File: src/rtl/hts_pkg.sv
// Package: shared types for the helper spawn controller.
// Assumes: at most four kill causes, evaluated each cycle.
package hts_pkg;

    // Reasons for ending a helper; any set bit kills it.
    typedef struct packed {
        logic lost_lead;
        logic parent_done;
        logic self_done;
        logic self_exc;
    } kill_cause_t;

    // Reduce a cause vector to one kill decision.
    function automatic logic any_cause(input kill_cause_t c);
        return c.lost_lead | c.parent_done | c.self_done | c.self_exc;
    endfunction

endpackage

File: src/rtl/hts_lead_finder.sv
// Finds the most speculative ordered thread: the eligible core with the
// largest rank, lowest index winning ties.
// Assumes: eligible excludes the helper core; ranks are unsigned.
module hts_lead_finder #(
    parameter int N   = 4,
    parameter int RW  = 4,
    localparam int IDW = (N > 1) ? $clog2(N) : 1
) (
    input  logic [N-1:0]    eligible,
    input  logic [N*RW-1:0] rank,
    output logic            lead_vld,
    output logic [IDW-1:0]  lead_idx
);

    logic [RW-1:0] best_rank;

    // Linear scan keeping the first strictly larger rank.
    always_comb begin
        lead_vld  = 1'b0;
        lead_idx  = '0;
        best_rank = '0;
        for (int i = 0; i < N; i++) begin
            if (eligible[i] && (!lead_vld || rank[i*RW +: RW] > best_rank)) begin
                lead_vld  = 1'b1;
                lead_idx  = IDW'(i);
                best_rank = rank[i*RW +: RW];
            end
        end
    end

endmodule

File: src/rtl/hts_free_pick.sv
// Picks the lowest-numbered free core.
// Assumes: free already excludes busy and helper-occupied cores.
module hts_free_pick #(
    parameter int N   = 4,
    localparam int IDW = (N > 1) ? $clog2(N) : 1
) (
    input  logic [N-1:0]   free_mask,
    output logic           free_any,
    output logic [IDW-1:0] free_idx
);

    // Priority scan from the top so the lowest set bit is kept last.
    always_comb begin
        free_any = |free_mask;
        free_idx = '0;
        for (int i = N - 1; i >= 0; i--) begin
            if (free_mask[i]) free_idx = IDW'(i);
        end
    end

endmodule

File: src/rtl/hts_helper_slot.sv
// Holds the single helper record (valid, parent, core), decides kills
// and produces the one-hot helper mask and discard strobe.
// Assumes: spawn is never asserted while the slot is valid.
module hts_helper_slot
    import hts_pkg::*;
#(
    parameter int N   = 4,
    localparam int IDW = (N > 1) ? $clog2(N) : 1
) (
    input  logic           clk,
    input  logic           rst_n,
    input  logic           spawn,
    input  logic [IDW-1:0] new_core,
    input  logic [IDW-1:0] new_parent,
    input  logic           lead_vld,
    input  logic [IDW-1:0] lead_idx,
    input  logic [N-1:0]   core_done,
    input  logic [N-1:0]   core_exc,
    output logic           valid,
    output logic [IDW-1:0] parent,
    output logic [IDW-1:0] core,
    output logic           kill,
    output logic [N-1:0]   helper_mask,
    output logic [N-1:0]   discard
);

    kill_cause_t cause;

    // Gather every reason to end the live helper.
    always_comb begin
        cause.lost_lead   = !lead_vld || (lead_idx != parent);
        cause.parent_done = core_done[parent];
        cause.self_done   = core_done[core];
        cause.self_exc    = core_exc[core];
        kill              = valid && any_cause(cause);
    end

    // Per-core mask and discard strobe.
    always_comb begin
        for (int i = 0; i < N; i++) begin
            helper_mask[i] = valid && (core == IDW'(i));
            discard[i]     = kill && (core == IDW'(i));
        end
    end

    // Slot register: a kill empties it, a spawn fills it.
    always_ff @(posedge clk) begin
        if (!rst_n) begin
            valid  <= 1'b0;
            parent <= '0;
            core   <= '0;
        end else if (kill) begin
            valid  <= 1'b0;
        end else if (spawn) begin
            valid  <= 1'b1;
            parent <= new_parent;
            core   <= new_core;
        end
    end

endmodule

File: src/rtl/hts_squash_gate.sv
// Blocks squash traffic into and out of the helper core.
// Assumes: helper_mask is one-hot or zero.
module hts_squash_gate #(
    parameter int N = 4
) (
    input  logic [N-1:0] helper_mask,
    input  logic [N-1:0] sq_in,
    input  logic [N-1:0] sq_raise,
    output logic [N-1:0] sq_deliver,
    output logic [N-1:0] sq_emit
);

    for (genvar g = 0; g < N; g++) begin : g_lane
        // One gate pair per core.
        always_comb begin
            sq_deliver[g] = sq_in[g]    && !helper_mask[g];
            sq_emit[g]    = sq_raise[g] && !helper_mask[g];
        end
    end

endmodule

File: src/rtl/helper_spawn_ctrl.sv
// Top of the helper spawn controller: clones the lead ordered thread onto
// the lowest free core when it reports a confident predictable miss, kills
// the helper on lead loss, completion or exception, and isolates it from
// squashes.
// Assumes: the environment keeps core_busy low on the helper core.
module helper_spawn_ctrl #(
    parameter int N   = 4,
    parameter int RW  = 4,
    localparam int IDW = (N > 1) ? $clog2(N) : 1
) (
    input  logic            clk,
    input  logic            rst_n,
    input  logic [N-1:0]    core_busy,
    input  logic [N*RW-1:0] core_rank,
    input  logic [N-1:0]    core_done,
    input  logic [N-1:0]    core_exc,
    input  logic [N-1:0]    miss_pred,
    input  logic [N-1:0]    conf_ok,
    input  logic [N-1:0]    sq_in,
    input  logic [N-1:0]    sq_raise,
    output logic            spawn_o,
    output logic [IDW-1:0]  spawn_core_o,
    output logic [IDW-1:0]  spawn_parent_o,
    output logic            kill_o,
    output logic [IDW-1:0]  kill_core_o,
    output logic [N-1:0]    discard_o,
    output logic [N-1:0]    sq_deliver_o,
    output logic [N-1:0]    sq_emit_o,
    output logic            hlp_valid_o,
    output logic [IDW-1:0]  hlp_parent_o,
    output logic [IDW-1:0]  hlp_core_o
);

    logic [N-1:0]   hmask;
    logic [N-1:0]   ordered;
    logic [N-1:0]   free_mask;
    logic           lead_vld;
    logic [IDW-1:0] lead_idx;
    logic           free_any;
    logic [IDW-1:0] free_idx;

    // Ordered candidates and free cores.
    always_comb begin
        ordered   = core_busy & ~hmask;
        free_mask = ~core_busy & ~hmask;
    end

    hts_lead_finder #(.N(N), .RW(RW)) u_lead (
        .eligible (ordered),
        .rank     (core_rank),
        .lead_vld (lead_vld),
        .lead_idx (lead_idx)
    );

    hts_free_pick #(.N(N)) u_free (
        .free_mask (free_mask),
        .free_any  (free_any),
        .free_idx  (free_idx)
    );

    // Spawn eligibility: lead core, confident predictable miss, a free core, empty slot.
    always_comb begin
        spawn_o        = lead_vld && miss_pred[lead_idx] && conf_ok[lead_idx]
                         && free_any && !hlp_valid_o;
        spawn_core_o   = free_idx;
        spawn_parent_o = lead_idx;
    end

    hts_helper_slot #(.N(N)) u_slot (
        .clk         (clk),
        .rst_n       (rst_n),
        .spawn       (spawn_o),
        .new_core    (free_idx),
        .new_parent  (lead_idx),
        .lead_vld    (lead_vld),
        .lead_idx    (lead_idx),
        .core_done   (core_done),
        .core_exc    (core_exc),
        .valid       (hlp_valid_o),
        .parent      (hlp_parent_o),
        .core        (hlp_core_o),
        .kill        (kill_o),
        .helper_mask (hmask),
        .discard     (discard_o)
    );

    // The killed core is always the recorded helper core.
    always_comb kill_core_o = hlp_core_o;

    hts_squash_gate #(.N(N)) u_sq (
        .helper_mask (hmask),
        .sq_in       (sq_in),
        .sq_raise    (sq_raise),
        .sq_deliver  (sq_deliver_o),
        .sq_emit     (sq_emit_o)
    );

endmodule

File: config.mk
export PLATFORM = sky130hd
export DESIGN_NAME = helper_spawn_ctrl
export DESIGN_NICKNAME = d
export VERILOG_FILES = /design/src/rtl/hts_pkg.sv /design/src/rtl/hts_lead_finder.sv /design/src/rtl/hts_free_pick.sv /design/src/rtl/hts_helper_slot.sv /design/src/rtl/hts_squash_gate.sv /design/src/rtl/helper_spawn_ctrl.sv
export SDC_FILE = /design/constraint.sdc
export NUM_CORES = 1
export LEC_CHECK = 0
export ABC_AREA = 1
export BUFFER_PORTS_ARGS = -buffer_cell sky130_fd_sc_hd__buf_2
export CAP_MARGIN = 20
export CORE_MARGIN = 1
export CORE_UTILIZATION = 47
export DETAILED_ROUTE_END_ITERATION = 10
export PLACE_DENSITY = 0.87
export SYNTH_ARGS = -nofsm -noshare
export SYNTH_HDL_FRONTEND = slang
export SYNTH_SLANG_ARGS = --single-unit
File: constraint.sdc
create_clock -name clk -period 10.4 [get_ports clk]
set_input_delay 2.08 -clock clk [delete_from_list [all_inputs] [get_ports clk]]
set_output_delay 2.08 -clock clk [all_outputs]
set_load 0.05 [all_outputs]
* After elaboration in Yosys (flattened, before gate mapping)
Cells that the tools add are included.
** Storage, ports and cells
- Bits in registers :: 5
- Bits in latches :: 0
- Memory bits (read-only) :: 0
- Memory bits (writable) :: 0
- Bits of input ports :: 46
- Memories :: 0
** Operators by class
- Reduce and logical (&&, ||, !) cells :: 41
- Shifts and indexed selects :: 0
- Eq/ne operators :: 4
- Bitwise logic cells :: 9
- Divide/modulo/power cells :: 0
- Add/sub/neg operators :: 0
- Muxes and demuxes :: 24
- Magnitude comparators :: 6
- $mul :: 0
** Operator list (count)
- $logic_and A1 B1 Y1 :: 24
- $gt A4 B4 Y1 :: 3
- $mux W2 :: 6
- $mux W4 :: 3
- $bmux W1 S2 :: 5
- $mux W1 :: 10
- $logic_not A1 Y1 :: 9
- $lt A2 B3 Y1 const B :: 3
- $and A4 B4 Y4 :: 2
- $not A4 Y4 :: 2
- $eq A2 B2 Y1 const B :: 2
- $logic_or A1 B1 Y1 :: 4
- $reduce_or A4 Y1 :: 1
- $or A1 B1 Y1 :: 3
- $eq A2 B1 Y1 const B :: 1
- $logic_not A2 Y1 :: 1
- $ne A2 B2 Y1 :: 1
- $not A1 Y1 :: 2
- $reduce_and A2 Y1 :: 1
- $reduce_or A2 Y1 :: 1

* Logic depth before layout (Yosys ltp)
- Word-level depth :: 25
- Gate-level depth with buffers :: 43
- Gate-level depth less buffers :: 42

* By module
A second synthesis with hierarchy kept.
** Unflattened totals
- Cell total of the unflattened synthesis :: 225
- Area, all modules :: 1191.1 um2
** By module, submodules not included
- hts_lead_finder :: area each 483.0 um2, cells each 85, sequential area each 0.0 um2, instances 1
- hts_helper_slot :: area each 480.5 um2, cells each 86, sequential area each 100.1 um2, instances 1
- helper_spawn_ctrl :: area each 121.4 um2, cells each 29, sequential area each 0.0 um2, instances 1
- hts_squash_gate :: area each 60.1 um2, cells each 16, sequential area each 0.0 um2, instances 1
- hts_free_pick :: area each 46.3 um2, cells each 9, sequential area each 0.0 um2, instances 1

* Worst setup path before layout
OpenSTA, ideal clock, no wires.
- Path kind :: input-to-output
- From :: input core_busy[0]
- To :: output discard_o[0]
- Stages on the path :: 37
- Required time :: 8.320 ns
- Slack :: 2.271 ns
- Data arrival time :: 6.049 ns
- Cell sequence :: nand2_2 > inv_1 > nand2_1 > ha_1 > nand2_1 > inv_1 > nand2_1 > nand2_1 > nand2_1 > a21oi_2 > inv_1 > nand2_1 > o21ai_0 > ha_1 > nand2_1 > inv_1 > nand2_1 > nand2_1 > nand2_1 > nand2_2 > nand2_4 > buf_6 > nand2_1 > o21ai_0 > ha_1 > nand2_1 > inv_1 > nand2_1 > nand2_1 > nand2_1 > nand2_2 > nand2_4 > nand2_2 > nand2_1 > nand2_1 > nor2_1 > nor2_1
** On the way
- Cells in the longest elaborated chain, start to end :: 21
- Elaborated cells on any way between the ends :: 31
** RTL lines
- start, declared :: line helper_spawn_ctrl.sv:13 : input logic [N-1:0] core_busy,
- $and A4 B4 Y4 * :: line helper_spawn_ctrl.sv:44 : ordered = core_busy & ~hmask;
- $mux W4 or $mux W1 (tied branches) :: line hts_lead_finder.sv:23 : if (eligible[i] && (!lead_vld || rank[i*RW +: RW] > best_rank)) begin
- $gt A4 B4 Y1 or $logic_not A1 Y1 (tied branches) :: line hts_lead_finder.sv:23
- $logic_or A1 B1 Y1 :: line hts_lead_finder.sv:23
- $logic_and A1 B1 Y1 :: line hts_lead_finder.sv:23
- $mux W4 or $mux W1 (tied branches) :: line hts_lead_finder.sv:23
- $gt A4 B4 Y1 or $logic_not A1 Y1 (tied branches) :: line hts_lead_finder.sv:23
- $logic_or A1 B1 Y1 :: line hts_lead_finder.sv:23
- [4 not listed]
- $logic_and A1 B1 Y1 :: line hts_lead_finder.sv:23
- $mux W2 * :: line hts_lead_finder.sv:23
- net spawn_parent_o[0] :: line helper_spawn_ctrl.sv:23 : output logic [IDW-1:0] spawn_parent_o,
- $ne A2 B2 Y1 * :: line hts_helper_slot.sv:31 : cause.lost_lead = !lead_vld || (lead_idx != parent);
- $logic_or A1 B1 Y1 * :: line hts_helper_slot.sv:31
- $or A1 B1 Y1 * (3 in series) :: line hts_pkg.sv:15 : return c.lost_lead | c.parent_done | c.self_done | c.self_exc;
- $logic_and A1 B1 Y1 * :: line hts_helper_slot.sv:35 : kill = valid && any_cause(cause);
- $logic_and A1 B1 Y1 * :: line hts_helper_slot.sv:42 : discard[i] = kill && (core == IDW'(i));
- end, declared :: line helper_spawn_ctrl.sv:26 : output logic [N-1:0] discard_o,
The timed path passes the listed nets; every way through them passes the cells marked *.

* Final worst setup path
- From :: input core_busy[0]
- To :: output kill_o
** On the way
- Cells in the longest elaborated chain, start to end :: 20
- Elaborated cells on any way between the ends :: 30
** RTL lines
- $and A4 B4 Y4 * :: line helper_spawn_ctrl.sv:44
- $mux W4 or $mux W1 (tied branches) :: line hts_lead_finder.sv:23
- $gt A4 B4 Y1 or $logic_not A1 Y1 (tied branches) :: line hts_lead_finder.sv:23
- $logic_or A1 B1 Y1 :: line hts_lead_finder.sv:23
- $logic_and A1 B1 Y1 :: line hts_lead_finder.sv:23
- $mux W4 or $mux W1 (tied branches) :: line hts_lead_finder.sv:23
- $gt A4 B4 Y1 or $logic_not A1 Y1 (tied branches) :: line hts_lead_finder.sv:23
- $logic_or A1 B1 Y1 :: line hts_lead_finder.sv:23
- [2 not listed]
- $gt A4 B4 Y1 or $logic_not A1 Y1 (tied branches) :: line hts_lead_finder.sv:23
- $logic_or A1 B1 Y1 :: line hts_lead_finder.sv:23
- $logic_and A1 B1 Y1 :: line hts_lead_finder.sv:23
- $mux W2 or $mux W1 (tied branches) :: line hts_lead_finder.sv:23
- $ne A2 B2 Y1 or $logic_not A1 Y1 (tied branches) :: line hts_helper_slot.sv:31
- $logic_or A1 B1 Y1 * :: line hts_helper_slot.sv:31
- $or A1 B1 Y1 * (3 in series) :: line hts_pkg.sv:15
- $logic_and A1 B1 Y1 * :: line hts_helper_slot.sv:35
- end, declared :: line helper_spawn_ctrl.sv:24 : output logic kill_o,
Mark *: on every way between the ends. The rest lies on a longest branch, timed or not.

==> results_dict.tcl <==
set metrics [dict create \
    layout.nets 339 \
    wirelength_um 2770 \
    synthFlopType "dfxtp_1" \
    regToRegStartpoint "u_slot.core[0]" \
    routedWlPerCell_um 9.01 \
    hp-class "register to register" \
    path_depth 37 \
    synth_fp_nets 267 \
    intPower_mw 0.127 \
    timing.critical_path.from "core_busy[0]" \
    switchingPower_mw 0.251 \
    synth_cells 209 \
    critPathSlowestCell "ha_1" \
    dp_cells 304 \
    synth-seq-cells 5 \
    clk_pin_slew_worst_paths_ns 0.05 \
    cts_buffers 3 \
    critPathBufInv 7 \
    worst_slew_pin_slew_ns 0.334 \
    total_power_mw 0.378 \
    setup_viol 0 \
    gp_congestion 0.855 \
    die_w_um 51.2 \
    reg2reg_depth 39 \
    power.leakage_nw 1.03 \
    drv_cap 0 \
    combPwrFrac_pct 81.8 \
    post-cts-setup-buffer-count 0 \
    first_iter_violations 31 \
    slew_viol_final 0 \
    cts_root_buf "clkbuf_4" \
    swShare_pct 66.4 \
    synth.most_common_cell "nand2_1" \
    clock_path_buffers 2 \
    grt_usage_pct 22.5 \
    grt_max_degree 15 \
    synthToLayoutAreaGrowth_pct 34.0 \
    synth_area_leaders "nand2_1 20%, inv_1 15%, ha_1 13%" \
    setup.worst_path.start_class "input pin" \
    io_pins 71 \
    cts_max_level 1 \
    ant_nets 0 \
    core_area_mm2 0.00225 \
    path_delay_family "simple AND/OR/NAND/NOR gates" \
    finalHoldViolCount 0 \
    power_frac_clock_pct 6.3 \
    final.setup.tns_ns 0 \
    path_class "input pin to primary output" \
    synth_cell_type_count 20 \
    hold_depth 2 \
    grt-ovfl-total 0 \
    sequentialPowerShare_pct 11.9 \
    clock-skew-final_ns 0.000327 \
    grt_pass1_vias 1161 \
    cp_slowest_stage_delay_ns 0.31 \
    fin_crit_sh_pct 79.8 \
    ir_drop_uv 213 \
    clock-sinks 5 \
    drc 0 \
    ys_warn_count 0 \
    pwr_density_cell_mw_per_mm2 248 \
    start_util_pct 50.4 \
    die_y_um 51.2 \
    place_hpwl_um 2420 \
    cts_resized 0 \
    diodes 0 \
    ys_async_sr_fraction_pct 0 \
    clk_latency_ns 0.25 \
    row_count 17 \
    synthTopCellsByCount "62 x nand2_1, 45 x inv_1, 27 x nor2_1" \
    fin_util_pct 67.6 \
    rsz0062_at_grt "false" \
    io_buffers 70 \
    netlist_area_mm2 0.00114 \
    avgSynthCellArea_um2 5.44 \
    stdcell_count 308 \
    viasPerCell 4.71 \
    hold_buffers 0 \
    fill_cells 241 \
    path_max_fanout 14 \
    worst_path_most_repeated_cell "nand2_1" \
    antenna_found_initial 0 \
    drtPass1Iterations 4 \
    yosys.area.top_type "nand2_1" \
    holdCritStartpoint "u_slot.parent[1]" \
    detailroute.via_count 1452 \
    synth_edf_count 0 \
    max_freq_ghz 0.121 \
    arrival_ns 6.22 \
    status "finished, final reports clean" \
    required_ns 8.32 \
    die_area_mm2 0.00262 \
    synth_top_area_share_pct 20.5 \
    final_layout_size_suffix_gt1_share_pct 32.9 \
    cts_tree "yes" \
    endpoint_kind "primary output" \
    slew_headroom_pct 77.6 \
    synth-seq-area-share_pct 8.80 \
    grt_pass1_wl_um 4530 \
    post-route-min-period_ns 8.30 \
]
cell usage in the layout (no fill, tap or decap), drive strengths merged:
cell type,synthesis,routed
nand3b,2,2
dfxtp,5,5
inv,45,45
buf,3,70
nand2,74,74
ha,12,12
nor2,28,28
o21ai,14,14
clkinv,0,1
nand4,5,5
nor3,1,1
clkbuf,0,3
o211ai,2,2
nand3,13,13
a21oi,5,5
metrics by stage:
step / hold WS [ns] / area (um2) / worst slack, ns
6_report: 0.539 / 1520 / 2.10
5_1_grt: 0.565 / 1520 / 1.55
4_1_cts: 0.543 / 1520 / 2.08
3_5_place_dp: 0.536 / 1500 / 2.09
3_3_place_gp: 0.534 / 1500 / 2.30
2_1_floorplan: 0.732 / 1140 / 2.27
worst reg2reg max path, delay by kind of cell (launching register included):
family          cells  cell delay (ns)
simple gates       28             2.20
fa+ha+maj           3             0.90
compound gates      3             0.60
flops               1             0.47
buf+inv             5             0.43
sequential cells by signal (all words and copies together) (netlist names):
signal / cells
u_slot.parent: 2
u_slot.valid: 1
u_slot.core: 2
per-layer routing:
layer | global-route usage [%] | wire length (um)
met5 | 0 | 0
met4 | 4.17 | 0
met3 | 5.06 | 223
met2 | 41.4 | 1340
met1 | 26.2 | 1210
cell families after synthesis:
family | count (synthesis) | synth area share, %
DFF | 5 | 8.80
buffers and inverters | 48 | 17.2
adders and majority gates | 12 | 13.2
and+or+nand+nor | 123 | 50.5
AOI/OAI and AO/OA | 21 | 10.3
final timing paths:
path,to,slack (ns)
max,kill_o,2.10
min,u_slot.parent[1],0.54
max reg2reg,u_slot.valid,5.68
min reg2reg,u_slot.parent[1],0.54
power groups by stage:
stage          clock (mW)  combinational, mW  sequential (mW)
2_1_floorplan           0              0.223           0.0734
3_3_place_gp            0              0.304           0.0451
3_5_place_dp            0              0.309           0.0453
4_1_cts            0.0244              0.310           0.0449
5_1_grt            0.0254              0.340           0.0474
6_report           0.0237              0.309           0.0450
final cells by class:
type / count / area (um2) / area share (%)
clock inverter: 1 / 5.00 / 0.328
tap: 28 / 35.0 / 2.30
clock buffer: 3 / 22.5 / 1.48
inverter: 45 / 169 / 11.1
sequential: 5 / 100 / 6.57
multi-input combinational: 156 / 842 / 55.3
timing repair buffer: 70 / 350 / 23.0
(Power assumes the default switching activity.)
